**src/rtl/dma_rf_pkg.sv**
```systemverilog
package dma_rf_pkg;

    localparam int ADDR_W = 12;
    localparam int DATA_W = 32;

    // configuration word bit positions
    localparam int CFG_EN_BIT     = 0;
    localparam int CFG_ERR_IE_BIT = 14;
    localparam int CFG_TC_IE_BIT  = 15;

    typedef enum logic [1:0] {
        RGN_GLOBAL,
        RGN_CHAN,
        RGN_ID,
        RGN_NONE
    } region_e;

    typedef enum logic [5:0] {
        GW_STAT     = 6'd0,
        GW_TC_STAT  = 6'd1,
        GW_TC_CLR   = 6'd2,
        GW_ERR_STAT = 6'd3,
        GW_ERR_CLR  = 6'd4,
        GW_TC_RAW   = 6'd5,
        GW_ERR_RAW  = 6'd6,
        GW_ENABLED  = 6'd7,
        GW_CTRL     = 6'd12,
        GW_SYNC     = 6'd13
    } gword_e;

    typedef enum logic [2:0] {
        CW_SRC  = 3'd0,
        CW_DST  = 3'd1,
        CW_LINK = 3'd2,
        CW_CTL  = 3'd3,
        CW_CFG  = 3'd4
    } cword_e;

    typedef struct packed {
        logic [DATA_W-1:0] src;
        logic [DATA_W-1:0] dst;
        logic [DATA_W-1:0] link;
        logic [DATA_W-1:0] ctl;
        logic [DATA_W-1:0] cfg;
    } chan_regs_t;

    function automatic region_e region_of(input logic [ADDR_W-1:0] a);
        if (a[11:8] == 4'h0)       return RGN_GLOBAL;
        else if (a[11:8] == 4'h1)  return RGN_CHAN;
        else if (a >= 12'hFE0)     return RGN_ID;
        else                       return RGN_NONE;
    endfunction

    function automatic logic [7:0] id_byte(input logic [2:0] idx, input int nch);
        case (idx)
            3'd0:    return (nch == 2) ? 8'h81 : 8'h80;
            3'd1:    return 8'h10;
            3'd2:    return 8'h04;
            3'd3:    return 8'h0A;
            3'd4:    return 8'h0D;
            3'd5:    return 8'hF0;
            3'd6:    return 8'h05;
            default: return 8'hB1;
        endcase
    endfunction

endpackage

```
**src/rtl/dma_rf_chan.sv**
```systemverilog
module dma_rf_chan
    import dma_rf_pkg::*;
(
    input  logic              clk,
    input  logic              rst,
    input  logic              wr_en,
    input  cword_e            word,
    input  logic [DATA_W-1:0] wdata,
    output chan_regs_t        regs
);

    always_ff @(posedge clk) begin
        if (rst) begin
            regs <= '0;
        end else if (wr_en) begin
            case (word)
                CW_SRC:  regs.src  <= wdata;
                CW_DST:  regs.dst  <= wdata;
                CW_LINK: regs.link <= wdata;
                CW_CTL:  regs.ctl  <= wdata;
                CW_CFG:  regs.cfg  <= wdata;
                default: ; // words 5..7: no storage
            endcase
        end
    end

endmodule

```
**src/rtl/dma_rf_irq.sv**
```systemverilog
module dma_rf_irq #(
    parameter int NCH = 8
) (
    input  logic           clk,
    input  logic           rst,
    input  logic [NCH-1:0] evt_tc,
    input  logic [NCH-1:0] evt_err,
    input  logic           tc_clr_we,
    input  logic           err_clr_we,
    input  logic [NCH-1:0] clr_data,
    input  logic [NCH-1:0] tc_mask,
    input  logic [NCH-1:0] err_mask,
    output logic [NCH-1:0] raw_tc,
    output logic [NCH-1:0] raw_err,
    output logic [NCH-1:0] tc_masked,
    output logic [NCH-1:0] err_masked,
    output logic           irq
);

    logic [NCH-1:0] tc_kill, err_kill;

    always_comb begin
        tc_kill  = tc_clr_we  ? clr_data : '0;
        err_kill = err_clr_we ? clr_data : '0;
    end

    // a set from an event outranks a clear in the same cycle
    always_ff @(posedge clk) begin
        if (rst) begin
            raw_tc  <= '0;
            raw_err <= '0;
        end else begin
            raw_tc  <= (raw_tc  & ~tc_kill)  | evt_tc;
            raw_err <= (raw_err & ~err_kill) | evt_err;
        end
    end

    always_comb begin
        tc_masked  = raw_tc  & tc_mask;
        err_masked = raw_err & err_mask;
        irq        = |(tc_masked | err_masked);
    end

endmodule

```
**src/rtl/dma_regfile.sv**
```systemverilog
module dma_regfile
    import dma_rf_pkg::*;
#(
    parameter int NCH = 8
) (
    input  logic              clk,
    input  logic              rst,
    input  logic              bus_we,
    input  logic              bus_re,
    input  logic [ADDR_W-1:0] bus_addr,
    input  logic [DATA_W-1:0] bus_wdata,
    output logic [DATA_W-1:0] bus_rdata,
    input  logic [NCH-1:0]    evt_tc,
    input  logic [NCH-1:0]    evt_err,
    output logic              irq_o
);

    localparam int SLOT_W = 3;

    region_e           rgn;
    gword_e            gword;
    cword_e            cword;
    logic [SLOT_W-1:0] slot;
    logic              glob_we;

    always_comb begin
        rgn     = region_of(bus_addr);
        gword   = gword_e'(bus_addr[7:2]);
        cword   = cword_e'(bus_addr[4:2]);
        slot    = bus_addr[7:5];
        glob_we = bus_we && (rgn == RGN_GLOBAL);
    end

    // global words
    logic [DATA_W-1:0] ctrl_q, sync_q;

    always_ff @(posedge clk) begin
        if (rst) begin
            ctrl_q <= '0;
            sync_q <= '0;
        end else if (glob_we) begin
            if (gword == GW_CTRL) ctrl_q <= bus_wdata;
            if (gword == GW_SYNC) sync_q <= bus_wdata;
        end
    end

    // channels
    chan_regs_t     ch_q [NCH];
    logic [NCH-1:0] tc_mask, err_mask, ch_en;

    for (genvar c = 0; c < NCH; c++) begin : g_ch
        logic sel_we;
        assign sel_we = bus_we && (rgn == RGN_CHAN) && (slot == SLOT_W'(c));

        dma_rf_chan u_chan (
            .clk   (clk),
            .rst   (rst),
            .wr_en (sel_we),
            .word  (cword),
            .wdata (bus_wdata),
            .regs  (ch_q[c])
        );

        assign tc_mask[c]  = ch_q[c].cfg[CFG_TC_IE_BIT];
        assign err_mask[c] = ch_q[c].cfg[CFG_ERR_IE_BIT];
        assign ch_en[c]    = ch_q[c].cfg[CFG_EN_BIT];
    end

    // interrupt state
    logic [NCH-1:0] raw_tc, raw_err, tc_masked, err_masked;

    dma_rf_irq #(.NCH(NCH)) u_irq (
        .clk        (clk),
        .rst        (rst),
        .evt_tc     (evt_tc),
        .evt_err    (evt_err),
        .tc_clr_we  (glob_we && (gword == GW_TC_CLR)),
        .err_clr_we (glob_we && (gword == GW_ERR_CLR)),
        .clr_data   (bus_wdata[NCH-1:0]),
        .tc_mask    (tc_mask),
        .err_mask   (err_mask),
        .raw_tc     (raw_tc),
        .raw_err    (raw_err),
        .tc_masked  (tc_masked),
        .err_masked (err_masked),
        .irq        (irq_o)
    );

    // read path
    logic [DATA_W-1:0] rd_val;

    always_comb begin
        rd_val = '0;
        case (rgn)
            RGN_GLOBAL: begin
                case (gword)
                    GW_STAT:     rd_val[NCH-1:0] = tc_masked | err_masked;
                    GW_TC_STAT:  rd_val[NCH-1:0] = tc_masked;
                    GW_ERR_STAT: rd_val[NCH-1:0] = err_masked;
                    GW_TC_RAW:   rd_val[NCH-1:0] = raw_tc;
                    GW_ERR_RAW:  rd_val[NCH-1:0] = raw_err;
                    GW_ENABLED:  rd_val[NCH-1:0] = ch_en;
                    GW_CTRL:     rd_val = ctrl_q;
                    GW_SYNC:     rd_val = sync_q;
                    default:     rd_val = '0;
                endcase
            end
            RGN_CHAN: begin
                for (int c = 0; c < NCH; c++) begin
                    if (slot == SLOT_W'(c)) begin
                        case (cword)
                            CW_SRC:  rd_val = ch_q[c].src;
                            CW_DST:  rd_val = ch_q[c].dst;
                            CW_LINK: rd_val = ch_q[c].link;
                            CW_CTL:  rd_val = ch_q[c].ctl;
                            CW_CFG:  rd_val = ch_q[c].cfg;
                            default: rd_val = '0;
                        endcase
                    end
                end
            end
            RGN_ID:  rd_val[7:0] = id_byte(bus_addr[4:2], NCH);
            default: rd_val = '0;
        endcase
    end

    always_ff @(posedge clk) begin
        if (rst)         bus_rdata <= '0;
        else if (bus_re) bus_rdata <= rd_val;
        else             bus_rdata <= '0;
    end

endmodule

```
**config.mk**
```make
export PLATFORM = sky130hd
export DESIGN_NAME = dma_regfile
export DESIGN_NICKNAME = d
export VERILOG_FILES = /design/src/rtl/dma_rf_pkg.sv /design/src/rtl/dma_rf_chan.sv /design/src/rtl/dma_rf_irq.sv /design/src/rtl/dma_regfile.sv
export SDC_FILE = /design/constraint.sdc
export NUM_CORES = 2
export LEC_CHECK = 0
export BUFFER_PORTS_ARGS = -buffer_cell sky130_fd_sc_hd__buf_2
export CORE_ASPECT_RATIO = 1.1
export CORE_MARGIN = 2
export CORE_UTILIZATION = 55
export CTS_CLUSTER_SIZE = 30
export DETAILED_ROUTE_END_ITERATION = 10
export PLACE_DENSITY = 0.77
export SYNTH_ARGS = -nofsm -noshare
export SYNTH_HDL_FRONTEND = slang
export SYNTH_HIERARCHICAL = 1
export SYNTH_SLANG_ARGS = --single-unit
```
**constraint.sdc**
```tcl
create_clock -name clk -period 2.75 [get_ports clk]
set_clock_uncertainty 0.05 [all_clocks]
set_input_delay 0.1375 -clock clk [delete_from_list [all_inputs] [get_ports clk]]
set_output_delay 0.1375 -clock clk [all_outputs]
set_load 0.01 [all_outputs]
```
Yosys cells after proc, flatten, opt, wreduce, memory -nomap -nowiden
Index checks and enable logic that the tools add are counted.
{ "totals": {"register_bits": 1392, "latchBits": 0, "mem_bits_rw": 0, "mem_bits_ro": 0, "inputBits": 64, "out_inout_bits": 33, "mem_count": 0} }
{ "op_classes": {"addsub": 0, "multipliers": 0, "n_div": 0, "order_cmp": 1, "eq_ne": 25, "shift": 0, "n_mux": 26, "n_bitwise": 10, "reduce_logical": 61} }
{ "op_table": {"columns": ["operator", "count"], "rows": [
  ["32-bit case mux with 5 select lines", 8],
  ["32-bit 2-to-1 mux", 8],
  ["24-bit case mux with 2 select lines", 2],
  ["2-bit AND reduction", 42],
  ["8-bit case mux with 8 select lines", 1],
  ["8-bit case mux with 7 select lines", 1],
  ["8-bit AND", 4],
  ["6-bit by 3-bit equality test with 1-bit output, second input constant", 4],
  ["8-bit OR", 3],
  ["8-bit case mux with 3 select lines", 1],
  ["3-bit equality test, second input constant", 7],
  ["8-bit 2-to-1 mux", 2],
  ["8-bit inverter", 2],
  ["3-bit by 2-bit equality test with 1-bit output, second input constant", 4],
  ["6-bit by 2-bit equality test with 1-bit output, second input constant", 2],
  ["6-bit by 4-bit equality test with 1-bit output, second input constant", 2],
  ["12-bit greater-or-equal comparator, second input constant", 1],
  ["1-bit logical AND", 12],
  ["8-bit OR reduction", 1],
  ["3-bit by 1-bit equality test with 1-bit output, second input constant", 2],
  ["6-bit by 1-bit equality test with 1-bit output, second input constant", 1],
  ["3-bit zero test", 2],
  ["6-bit zero test", 1],
  ["4-bit by 1-bit equality test with 1-bit output, second input constant", 1],
  ["8 further kinds", 9]
]} }

Longest topological paths before layout
{ "logic_depth": {"depth_word": 11, "mapped_depth": 12, "depth_no_buf": 6} }

Hierarchy
The synthesis kept the hierarchy.
{ "by_module_without_submodules": {"columns": ["mod", "n_inst", "cells_each", "area_per_inst_um2", "seq_area_each_um2"], "rows": [
  ["dma_rf_chan", 8, 558, 6291.0, 3203.1],
  ["dma_regfile", 1, 2000, 15636.2, 1921.8],
  ["dma_rf_irq", 1, 89, 675.6, 320.3]
]} }

Least setup slack after synthesis
No wires, ideal clock.
{ "synth_path": {"kind": "input-to-reg", "startpoint": "input port bus_addr[5]", "endpoint": "register g_ch[1].u_chan/regs[149] (netlist bit)", "setup_ns": 0.122, "arrival_time_ns": 2.115, "required_ns": 2.578, "slack_ns": 0.463, "cell_stages": 9, "path_buffers": 5, "cell_sequence": "buf_2 > buf_2 > inv_1 > clkbuf_1 > buf_2 > nor3_1 > or4b_1 > buf_6 > mux2i_1"} }
{ "synth_between": {"elab_chain_len": 8, "word_cells_on_any_way": 9} }
{ "synth_rtl": {"columns": ["element", "line_no", "text"], "rows": [
  ["from (decl)", "dma_regfile.sv:10", "input logic [ADDR_W-1:0] bus_addr,"],
  ["12-bit greater-or-equal comparator", "dma_rf_pkg.sv:50", "else if (a >= 12'hFE0) return RGN_ID;"],
  ["1-bit 2-to-1 mux", "dma_rf_pkg.sv:50", null],
  ["2-bit 2-to-1 mux", "dma_rf_pkg.sv:49", "else if (a[11:8] == 4'h1) return RGN_CHAN;"],
  ["2-bit 2-to-1 mux", "dma_rf_pkg.sv:48", "if (a[11:8] == 4'h0) return RGN_GLOBAL;"],
  ["2-bit by 1-bit equality test with 1-bit output", "dma_regfile.sv:53", "assign sel_we = bus_we && (rgn == RGN_CHAN) && (slot == SLOT_W'(c));"],
  ["1-bit logical AND", "dma_regfile.sv:53", null],
  ["1-bit logical AND *", "dma_regfile.sv:53", null],
  ["named net g_ch[1].sel_we", "dma_regfile.sv:52", "logic sel_we;"],
  ["2-bit AND reduction (no line) *", null, null],
  ["to (decl)", "dma_rf_chan.sv:9", "output chan_regs_t regs"]
]} }
The timed path passes the listed nets; every way through them passes the cells marked *.
A chain may end at the register's enable or synchronous reset.

Worst setup path after layout
{ "layout_path": {"startpoint": "register g_ch[4].u_chan/regs[15] (netlist bit)", "endpoint": "output port irq_o"} }
{ "layout_between": {"elab_chain_len": 3} }
{ "layout_rtl": {"columns": ["element", "line_no", "text"], "rows": [
  ["from (decl)", "dma_rf_chan.sv:9", null],
  ["8-bit AND", "dma_rf_irq.sv:39", "tc_masked = raw_tc & tc_mask;"],
  ["named net tc_masked[4]", "dma_regfile.sv:70", "logic [NCH-1:0] raw_tc, raw_err, tc_masked, err_masked;"],
  ["8-bit OR", "dma_rf_irq.sv:41", "irq = |(tc_masked | err_masked);"],
  ["8-bit OR reduction", "dma_rf_irq.sv:41", null],
  ["to (decl)", "dma_regfile.sv:15", "output logic irq_o"]
]} }
The timed path passes the listed nets, and every way through them passes these cells.

==> results.sh <==
export IMPL_outcome="finished, final reports clean"
export IMPL_coreArea_um2=120000
export IMPL_antenna_found_initial=12
export IMPL_num_io_pins=97
export IMPL_synth_compound_area_share_pct=9.59
export IMPL_yosys_warnings=6
export IMPL_slew_headroom_pct=7.63
export IMPL_synth_edf_count=0
export IMPL_p_per_area_nw_per_um2=570
export IMPL_drive_above_1_share_pct=13.2
export IMPL_synth_cell_types=89
export IMPL_root_buffer="clkbuf_16"
export IMPL_ctsLongestPathBuffers=3
export IMPL_finalCritPeriodShare_pct=99.1
export IMPL_rows=133
export IMPL_post_route_min_period_ns=2.72
export IMPL_r2r_slack_ns=0.58
export IMPL_drt_met1_wl_mm=87.5
export IMPL_initial_core_util_pct=55.6
export IMPL_htree_levels=4
export IMPL_reg2reg_to="bus_rdata[18]$_SDFF_PP0_"
export IMPL_hpwl_mm=146
export IMPL_grt_start_max_net_pins=321
export IMPL_holdWs_ns=0.0712
export IMPL_wl_met3_mm=23.1
export IMPL_wl_per_cell_um=26.9
export IMPL_fillers=9354
export IMPL_syn2layout_area_growth_pct=13.9
export IMPL_grt_overflow=0
export IMPL_routed_wl_met2_mm=97.5
export IMPL_nets=6758
export IMPL_holdPathEnd="g_ch[0].u_chan/regs[22]$_SDFFE_PP0P_"
export IMPL_grt_pass1_vias=52700
export IMPL_worstMarginPinSlew_ns=1.39
export IMPL_grt_pass1_wl_mm=333
export IMPL_cp_data_arrival_time_ns=2.54
export IMPL_synthArstFlopShare_pct=0
export IMPL_clk_pin_slew_ns=0.06
export IMPL_numClockSinks=1392
export IMPL_avgSynthCellArea_um2=10.2
export IMPL_synthAdderAreaFrac_pct=0
export IMPL_vdd_drop_max_mv=0.683
export IMPL_syn_area_um2=66600
export IMPL_holdPathStages=4
export IMPL_synth_top_family_by_area="multiplexers"
export IMPL_drtIter0Drc=6111
export IMPL_end_kind="output pin"
export IMPL_finalSetupViolCount=0
export IMPL_synthCells=6553
export IMPL_final_antenna_net_count=0
export IMPL_drc=0
export IMPL_r2r_start="g_ch[3].u_chan/regs[50]$_SDFFE_PP0P_"
export IMPL_insertion_delay_ns=0.80
export IMPL_cts_made_buffers=145
export IMPL_crit_path_start_kind="flop"
export IMPL_path_class="flop to output pin"
export IMPL_fin_util_pct=63.3
export IMPL_drt_pass1_iterations=7
export IMPL_rsz0062_at_grt="false"
export IMPL_p_leak_nw=33.2
export IMPL_routed_wirelength_mm=225
export IMPL_synthXorXnorAreaFrac_pct=0
export IMPL_die_y_um=369
export IMPL_vias=53100
export IMPL_worstHoldStart="bus_addr[4]"
export IMPL_hp_class="input pin to flop"
export IMPL_synth_seq_cells=1392
export IMPL_gp_congestion=0.951
export IMPL_max_freq_mhz=367
export IMPL_top_layer="met5"
export IMPL_cts_tree="done"
export IMPL_fp_dieW_um=336
export IMPL_path_max_fanout=3
export IMPL_cp_required_ns=2.56
export IMPL_dieArea_um2=124000
export IMPL_yosysSeqAreaShare_pct=41.8
export IMPL_hold_violations=0
export IMPL_grt_total_usage_pct=35.3
export IMPL_viasPerCell=6.35
export IMPL_post_place_ws_ns=-0.145
export IMPL_io_buffer_count=94
export IMPL_fin_ws_ns=0.0259
export IMPL_ys_dominant_reg_cell="dfxtp_1"
export IMPL_timing_max_cap_violations=0
export IMPL_synthesis_nets=6617
export IMPL_slew_viol_final=0
export IMPL_synth_simple_gate_area_share_pct=19.0
export IMPL_worst_r2r_path_depth=6
export IMPL_synth_mux_area_share_pct=24.9
[per-stage QoR]
step	setup TNS [ns]	area (um^2)	cells	total power, mW
CTS	0	75800	8354	43.2
global route	0	75900	8354	44.1
global placement	-0.219	70300	8017	23.7
detailed placement	-0.275	70300	8017	23.7
floorplan	0	66600	6553	22.3
finish	0	75900	8361	43.2
[cell type report]
type                    instances  area, um^2  area share, %
repair buffers                558        5210           6.87
well taps                    1552        1940           2.56
multi-input cells            4591       36100           47.6
clock inverters                37         445          0.587
inverters                       6        23.8         0.0313
flip-flops and latches       1392       27900           36.7
clock buffers                 218        4260           5.61
diodes                          7        17.5         0.0231
[metal layers]
layer / global-route usage, % / up-vias
li1: - / 23400
met1: 44.9 / 26200
met2: 53.7 / 2712
met3: 7.88 / 755
met4: 23.6 / 12
met5: 0 / -
[report_power, final]
| group | internal (mW) | switching [mW] |
|---|---|---|
| Combinational | 1.14 | 2.12 |
| Sequential | 20.2 | 0.0276 |
| Clock | 11.3 | 8.46 |
[registers in the layout, summed over array words and instances, names as in the netlist]
| signal | count |
|---|---|
| u_irq/raw_err | 8 |
| bus_rdata | 32 |
| g_ch.u_chan/regs | 1280 |
| u_irq/raw_tc | 8 |
| sync_q | 32 |
| ctrl_q | 32 |
[repair_timing]
| action | in CTS | in global routing |
|---|---|---|
| pin swaps | 1 | 1 |
| setup endpoints to repair | 1 | 2 |
| setup buffers | 0 | 0 |
| hold buffers | 82 | 0 |
| endpoints found under the hold margin | 484 | 0 |
| resized for setup | 7 | 9 |
[synthesized netlist by cell type (9+ instances only)]
cell       number  area share (%)
nand2b_1     1542              14
nor2b_1         9           0.084
buf_2         139             1.0
nor4b_4         9            0.32
o21ai_0        90            0.68
a221o_1        16            0.24
a211oi_1       25            0.28
a21oi_1       223             1.7
and2_1         16            0.15
buf_4         118             1.3
a22oi_1       206             2.3
and3_1         19            0.18
clkbuf_1      258             1.5
mux4_2         50             1.7
nor3_1         15            0.11
nand3b_1       25            0.28
mux2_2         68             1.1
dfxtp_1      1392              42
nand3_1        33            0.25
nor2_1        107            0.60
o22ai_1        70            0.66
o2bb2ai_1      22            0.29
a31oi_1        27            0.25
o22a_1          9            0.12
nand2_1       218             1.2
mux2i_1      1451              22
o221ai_1       58            0.76
nand4bb_1      24            0.41
buf_6          30            0.51
a22o_1         23            0.30
a221oi_1       62            0.81
[cells in the final DEF, fill, tap and decap left out, types with 41 or more instances in the layout]
master / instances
a21oi_1: 222
a221oi_1: 62
a22oi_1: 206
buf_12: 79
buf_2: 89
buf_4: 302
clkbuf_1: 41
clkbuf_16: 148
dfxtp_1: 1386
dlygate4sd3_1: 82
mux2_2: 68
mux2i_1: 1451
mux4_2: 50
nand2_1: 218
nand2b_1: 1541
nor2_1: 106
o21ai_0: 90
o221ai_1: 58
o22ai_1: 70
[worst max path at each step]
stage / to / start / cells after the start / slack, ns
floorplan: g_ch[1].u_chan/regs[149]$_SDFFE_PP0P_ / bus_addr[5] / 9 / 0.46
global placement: bus_rdata[18]$_SDFF_PP0_ / bus_addr[2] / 9 / -0.15
detailed placement: bus_rdata[18]$_SDFF_PP0_ / bus_addr[2] / 9 / -0.15
CTS: irq_o / g_ch[1].u_chan/regs[15]$_SDFFE_PP0P_ / 4 / 0.007
global route: irq_o / u_irq/raw_err[6]$_SDFF_PP0_ / 4 / 0.01
finish: irq_o / g_ch[4].u_chan/regs[15]$_SDFFE_PP0P_ / 4 / 0.03
[critical path: stages (launching register included)]
cell and delay [ns]:
dfxtp_2 0.36, and2_4 0.17, or4_4 0.52, or4_4 0.57, buf_6 0.14
[logic make-up after synthesis]
kind of cell | after synthesis
AND/OR/NAND/NOR | 2093
multiplexers | 1577
flip-flops | 1392
AO/OA/AOI/OAI | 921
buffers and inverters | 570
Power figures use the tool's default switching activity.
